**src/rtl/btc_pkg.sv**
```systemverilog
package btc_pkg;
  typedef enum logic [1:0] {
    FMT_ASYNC    = 2'b00,
    FMT_SYNC     = 2'b01,
    FMT_MANCH    = 2'b10,
    FMT_SYNC_ALT = 2'b11
  } fmt_e;
endpackage

```
**src/rtl/btc_prescaler.sv**
```systemverilog
module btc_prescaler #(
  parameter int HALF_DIV = 4
) (
  input  logic clk_i,
  input  logic rst_ni,
  input  logic restart_i,
  output logic half_tick_o
);
  localparam int PW = (HALF_DIV > 1) ? $clog2(HALF_DIV) : 1;

  generate
    if (HALF_DIV == 1) begin : g_bypass
      assign half_tick_o = 1'b1;
    end else begin : g_count
      logic [PW-1:0] pre_cnt;
      assign half_tick_o = (pre_cnt == PW'(HALF_DIV - 1));

      always_ff @(posedge clk_i or negedge rst_ni) begin
        if (!rst_ni)          pre_cnt <= '0;
        else if (restart_i)   pre_cnt <= '0;
        else if (half_tick_o) pre_cnt <= '0;
        else                  pre_cnt <= pre_cnt + 1'b1;
      end

      // two half-ticks are never back to back when dividing
      assert_tick_gap_R3: assert property (@(posedge clk_i) disable iff (!rst_ni)
        half_tick_o |=> !half_tick_o);
    end
  endgenerate
endmodule

```
**src/rtl/btc_bit_timer.sv**
```systemverilog
module btc_bit_timer #(
  parameter int RATE_W = 8
) (
  input  logic              clk_i,
  input  logic              rst_ni,
  input  logic              restart_i,
  input  logic              half_tick_i,
  input  logic [RATE_W-1:0] rate_i,
  output logic              edge_o,
  output logic              mid_o,
  output logic              bit_stb_o
);
  localparam int HW = RATE_W + 1;

  logic [HW-1:0] hcnt;
  logic [HW-1:0] last_half;
  logic [HW-1:0] mid_half;
  logic          stb_q;

  assign last_half = {rate_i, 1'b1};   // 2*(rate+1)-1
  assign mid_half  = {1'b0, rate_i};   // (rate+1)-1
  assign edge_o    = half_tick_i && (hcnt == last_half);
  assign mid_o     = half_tick_i && (hcnt == mid_half);

  always_ff @(posedge clk_i or negedge rst_ni) begin
    if (!rst_ni)          hcnt <= '0;
    else if (restart_i)   hcnt <= '0;
    else if (half_tick_i) hcnt <= (hcnt == last_half) ? '0 : hcnt + 1'b1;
  end

  always_ff @(posedge clk_i or negedge rst_ni) begin
    if (!rst_ni)        stb_q <= 1'b0;
    else if (restart_i) stb_q <= 1'b0;
    else                stb_q <= edge_o;
  end

  assign bit_stb_o = stb_q;

  assert_stb_on_tick_R3: assert property (@(posedge clk_i) disable iff (!rst_ni)
    bit_stb_o |-> $past(half_tick_i));
  assert_stb_single_R3: assert property (@(posedge clk_i) disable iff (!rst_ni)
    bit_stb_o |=> !bit_stb_o);
  assert_hcnt_bound_R3: assert property (@(posedge clk_i) disable iff (!rst_ni)
    hcnt <= last_half);
  assert_restart_clears_R10: assert property (@(posedge clk_i) disable iff (!rst_ni)
    restart_i |=> (!bit_stb_o && hcnt == '0));
endmodule

```
**src/rtl/btc_formatter.sv**
```systemverilog
module btc_formatter
  import btc_pkg::*;
(
  input  logic clk_i,
  input  logic rst_ni,
  input  logic restart_i,
  input  logic edge_i,
  input  logic mid_i,
  input  fmt_e fmt_i,
  input  logic data_i,
  output logic mod_o
);
  logic data_q;
  logic half_q;

  always_ff @(posedge clk_i or negedge rst_ni) begin
    if (!rst_ni) begin
      data_q <= 1'b0;
      half_q <= 1'b0;
    end else if (restart_i || edge_i) begin
      data_q <= data_i;
      half_q <= 1'b0;
    end else if (mid_i) begin
      half_q <= 1'b1;
    end
  end

  always_comb begin
    unique case (fmt_i)
      FMT_ASYNC: mod_o = data_i;
      FMT_MANCH: mod_o = data_q ^ half_q;  // 1 -> high,low ; 0 -> low,high
      default:   mod_o = data_q;
    endcase
  end

  assert_sync_hold_R6: assert property (@(posedge clk_i) disable iff (!rst_ni)
    (!restart_i && !edge_i) |=> $stable(data_q));
  assert_manch_mid_flip_R7: assert property (@(posedge clk_i) disable iff (!rst_ni)
    (fmt_i == FMT_MANCH && mid_i && !restart_i) |=> (mod_o != $past(mod_o)));
  assert_first_half_R8: assert property (@(posedge clk_i) disable iff (!rst_ni)
    restart_i |=> !half_q);
endmodule

```
**src/rtl/bit_timing_coder.sv**
```systemverilog
module bit_timing_coder
  import btc_pkg::*;
#(
  parameter int RATE_W   = 8,
  parameter int HALF_DIV = 4
) (
  input  logic              clk_i,
  input  logic              rst_ni,
  input  logic              restart_i,
  input  logic [1:0]        mode_i,
  input  logic [RATE_W-1:0] rate_i,
  input  logic              data_i,
  output logic              bit_stb_o,
  output logic              mod_o
);
  fmt_e              fmt_q;
  logic [RATE_W-1:0] rate_q;
  logic              half_tick;
  logic              bit_edge;
  logic              bit_mid;

  // settings are taken only with a restart
  always_ff @(posedge clk_i or negedge rst_ni) begin
    if (!rst_ni) begin
      fmt_q  <= FMT_ASYNC;
      rate_q <= '0;
    end else if (restart_i) begin
      fmt_q  <= fmt_e'(mode_i);
      rate_q <= rate_i;
    end
  end

  btc_prescaler #(.HALF_DIV(HALF_DIV)) u_pre (
    .clk_i       (clk_i),
    .rst_ni      (rst_ni),
    .restart_i   (restart_i),
    .half_tick_o (half_tick)
  );

  btc_bit_timer #(.RATE_W(RATE_W)) u_timer (
    .clk_i       (clk_i),
    .rst_ni      (rst_ni),
    .restart_i   (restart_i),
    .half_tick_i (half_tick),
    .rate_i      (rate_q),
    .edge_o      (bit_edge),
    .mid_o       (bit_mid),
    .bit_stb_o   (bit_stb_o)
  );

  btc_formatter u_fmt (
    .clk_i     (clk_i),
    .rst_ni    (rst_ni),
    .restart_i (restart_i),
    .edge_i    (bit_edge),
    .mid_i     (bit_mid),
    .fmt_i     (fmt_q),
    .data_i    (data_i),
    .mod_o     (mod_o)
  );

  assert_cfg_latched_R11: assert property (@(posedge clk_i) disable iff (!rst_ni)
    !$past(restart_i) |-> ($stable(rate_q) && $stable(fmt_q)));
endmodule

```
**config.mk**
```make
export PLATFORM = sky130hd
export DESIGN_NAME = bit_timing_coder
export DESIGN_NICKNAME = d
export VERILOG_FILES = /design/src/rtl/btc_pkg.sv /design/src/rtl/btc_prescaler.sv /design/src/rtl/btc_bit_timer.sv /design/src/rtl/btc_formatter.sv /design/src/rtl/bit_timing_coder.sv
export SDC_FILE = /design/constraint.sdc
export NUM_CORES = 1
export LEC_CHECK = 0
export BUFFER_PORTS_ARGS = -buffer_cell sky130_fd_sc_hd__buf_2
export CAP_MARGIN = 10
export CORE_UTILIZATION = 56
export DETAILED_ROUTE_END_ITERATION = 8
export HOLD_SLACK_MARGIN = 0.12
export PLACE_DENSITY = 0.84
export SLEW_MARGIN = 20
export SYNTH_ARGS = -nofsm -noshare
export SYNTH_HDL_FRONTEND = slang
export SYNTH_SLANG_ARGS = --single-unit
```
**constraint.sdc**
```tcl
create_clock -name clk_i -period 2.02 [get_ports clk_i]
set_input_delay 0.202 -clock clk_i [delete_from_list [all_inputs] [get_ports clk_i]]
set_output_delay 0.202 -clock clk_i [all_outputs]
set_load 0.1 [all_outputs]
```
==> key figures <==
Outcome
  – Status: finished clean

Floorplanning
  – Die height: approximately 50 um
  – Starting Density: 58.8%
  – Core area: 2190 um2
  – Die Width: between 40 and 50 um
  – Cell Rows: 17
  – Full die area: 2500 um2
  – IO Count: 16

Global route
  – Met2 Use GR: 38.3%
  – First-pass GRT wire length: 4.13 mm
  – GRT met1 Usage: 27.7%
  – Global-route met3 utilization: 4.01%
  – Initial antenna violation count: 0
  – Vias in the first global route: roughly 960
  – Top Usage Layer GRT: met2
  – Largest net degree at the start of global routing: 25
  – All-Layer GR Usage: a little under a quarter
  – Gr ovfl total: 0

Timing
  – Fmax: 575 MHz
  – Fin crit share: 86.1%
  – Worst-Margin Slew: about 0.52 ns
  – Final Hold Viols: 0
  – Setup WS post-layout: 0.280 ns
  – TNS Setup: 0 ns
  – Setup violators final: 0
  – Relative slew margins: 65.1%
  – Fin crit period: 1.74 ns
  – Slew Limit Fails: 0
  – Clock skew: about 0.0067 ns
  – RSZ-0062 raised after global routing: false

Critical path
  – CP Max Fanout: 10
  – Worst endpoint required time: around 2.2 ns
  – FF-to-FF setup slack: 0.28 ns
  – CP arrival: 1.94 ns
  – Endpoint class of the critical path: flop
  – CP Launch Type: flop
  – Critical path class: reg2reg
  – R2R depth: 4
  – FF-to-FF End: u_fmt.data_q$_DFFE_PN0P_
  – Worst r2r src: u_pre.g_count.pre_cnt[0]$_DFF_PN0_

Clocking
  – Post-cts sizing count: 0
  – Root buffer cell: clkbuf_4
  – CTS tree: built
  – CTS max path bufs: 2
  – Post-CTS Setup Bufs: 0
  – Clk sink count: 24
  – H-tree Lvls: 1
  – CTS Buf Count: 3
  – Clock transition at path regs: 0.12 ns
  – Worst skew pair latency: roughly 0.30 ns
  – CTS Hold Buffers Added: 9

Placed design
  – Placement Cell Area: 1360 um2
  – Routability congestion estimate: 0.851
  – Hpwl dp: roughly 1.7 mm
  – PortBufs: 15
  – Pre-CTS WS: a little over 0.3 ns

Synth
  – Post-synthesis sequential area ratio: 46.6%
  – Yosys cell types: 28
  – YS warnings: 0
  – Area contributors post-synth: dfrtp_1 (47%), mux2_2 (9.6%), xor2_1 (7.5%)
  – Syn Nets: between 100 and 150
  – Mapped Cells: 112
  – Post-synth top area share: 46.6%
  – Post-Syn Area per Cell: 11.5 um2
  – Yosys reg bits: 24
  – Post-Syn Area: 1290 um2
  – Yosys top cell by area: dfrtp_1

Drt
  – Final wirelength: between 2 and 2.5 mm
  – Drt first pass iters: 4
  – WL/cell: 14.9 um
  – DRT iter0 DRCs: 19
  – ANT nets after route: 0
  – Detailed-route DRC error count: 0
  – Drt via density: approximately 5.5
  – Total number of vias: around 900

Worst hold path
  – Hold EP: rate_q[4]$_DFFE_PN0P_
  – WHS Path Cells: 2
  – Hold Crit Class: in2reg
  – Worst Hold Launch: rate_i[4]

Final layout
  – Final-stage net count: 152
  – Fin area: approximately 1500 um2
  – Layout cells sized above 1: 26.9%
  – Area Overhead vs Synth: 15.1%
  – Inserted Diodes: 0
  – Commonest non-fill, non-tap cell in the layout: dfrtp_1
  – Most frequent cells in the layout: dfrtp_1 (24), buf_2 (15), xor2_1 (11), mux2_2 (11), dlygate4sd3_1 (10)

Job
  – Max-cap violations: 0

Power and ir drop
  – Leakage: around 0.00067 uW
  – Power Density: just over 600 nW/um2
  – Tot Pwr: 924 uW
  – Peak VDD IR: 0.000493 V
[sequential cells by signal (all words and copies together), names as in the netlist]
register and flops:
u_timer.bit_stb_o 1, u_timer.hcnt 9, u_fmt.data_q 1, fmt_q 2, u_pre.g_count.pre_cnt 2, u_fmt.half_q 1, rate_q 8
[through the flow]
step	std cells	hold WS [ns]	util, %
2_1_floorplan	112	-0.0936	-
3_3_place_gp	149	0.196	62.1
3_5_place_dp	149	0.206	62.1
4_1_cts	161	0.120	67.3
5_1_grt	162	0.136	67.7
6_report	162	0.139	67.7
[routing by layer]
layer  vias up  part of all wire, %
met2        18                   51
met4         0                  1.9
li1        425                    -
met3         6                  3.3
met5         -                    0
met1       448                   44
[worst max-delay path, stage by stage (launching register included)]
cell and delay [ns]:
dfrtp_1 0.37, ha_1 0.36, inv_1 0.17, o41ai_4 0.43, mux2_4 0.33
[logic make-up (layout without fill, tap and decap cells)]
family / Yosys count / in the layout / synth area share (%)
flip-flops: 24 / 24 / 46.6
XOR/XNOR: 23 / 23 / 17.4
AND/OR/NAND/NOR: 30 / 30 / 11.5
adder cells (fa/ha/maj): 2 / 2 / 1.94
buffers and inverters: 12 / 34 / 4.95
AO/OA/AOI/OAI: 9 / 9 / 6.89
multiplexers: 12 / 12 / 10.8
[Yosys cell counts]
cell,count
buf_2,3
inv_1,5
a21oi_1,2
a31oi_1,1
nor3b_1,1
and3_1,1
o211a_1,1
mux2_4,1
nor3_1,5
o2111ai_1,1
clkbuf_1,2
xnor2_2,3
nor4_1,1
nand4_1,3
o41ai_4,1
ha_1,2
mux2_2,11
nor2b_1,1
dfrtp_1,24
xnor2_1,9
o22a_1,1
buf_6,2
nand3_1,3
xor2_1,11
nand2_1,5
nor2_1,9
o32ai_1,2
nand3_2,1
[power breakdown]
group	leakage [uW]	total, uW	internal [uW]	switching [uW]
Combinational	0.000351	176	89.2	86.7
Sequential	0.000307	551	512	39.4
Clock	0.0000138	197	69.5	128
Total	0.000672	924	671	254
[layout make-up]
type,count,area (um2)
fill,182,707
timing repair buffer,26,183
multi-input combinational,76,624
inverter,5,18.8
sequential,24,601
clock buffer,3,22.5
tap,28,35.0
[worst max-delay path by stage]
| stage | endpoint | slack (ns) | cells past startpoint | startpoint |
|---|---|---|---|---|
| global placement | u_fmt.data_q$_DFFE_PN0P_ | 0.37 | 4 | u_pre.g_count.pre_cnt[0]$_DFF_PN0_ |
| detailed placement | u_fmt.data_q$_DFFE_PN0P_ | 0.31 | 4 | u_pre.g_count.pre_cnt[0]$_DFF_PN0_ |
| finish | u_fmt.data_q$_DFFE_PN0P_ | 0.28 | 4 | u_pre.g_count.pre_cnt[0]$_DFF_PN0_ |
| floorplan | u_fmt.data_q$_DFFE_PN0P_ | 0.33 | 5 | u_pre.g_count.pre_cnt[0]$_DFF_PN0_ |
| global route | u_fmt.data_q$_DFFE_PN0P_ | 0.19 | 4 | u_pre.g_count.pre_cnt[0]$_DFF_PN0_ |
| CTS | u_fmt.data_q$_DFFE_PN0P_ | 0.28 | 4 | u_pre.g_count.pre_cnt[0]$_DFF_PN0_ |
No activity file was read; power rests on OpenSTA's default activity.
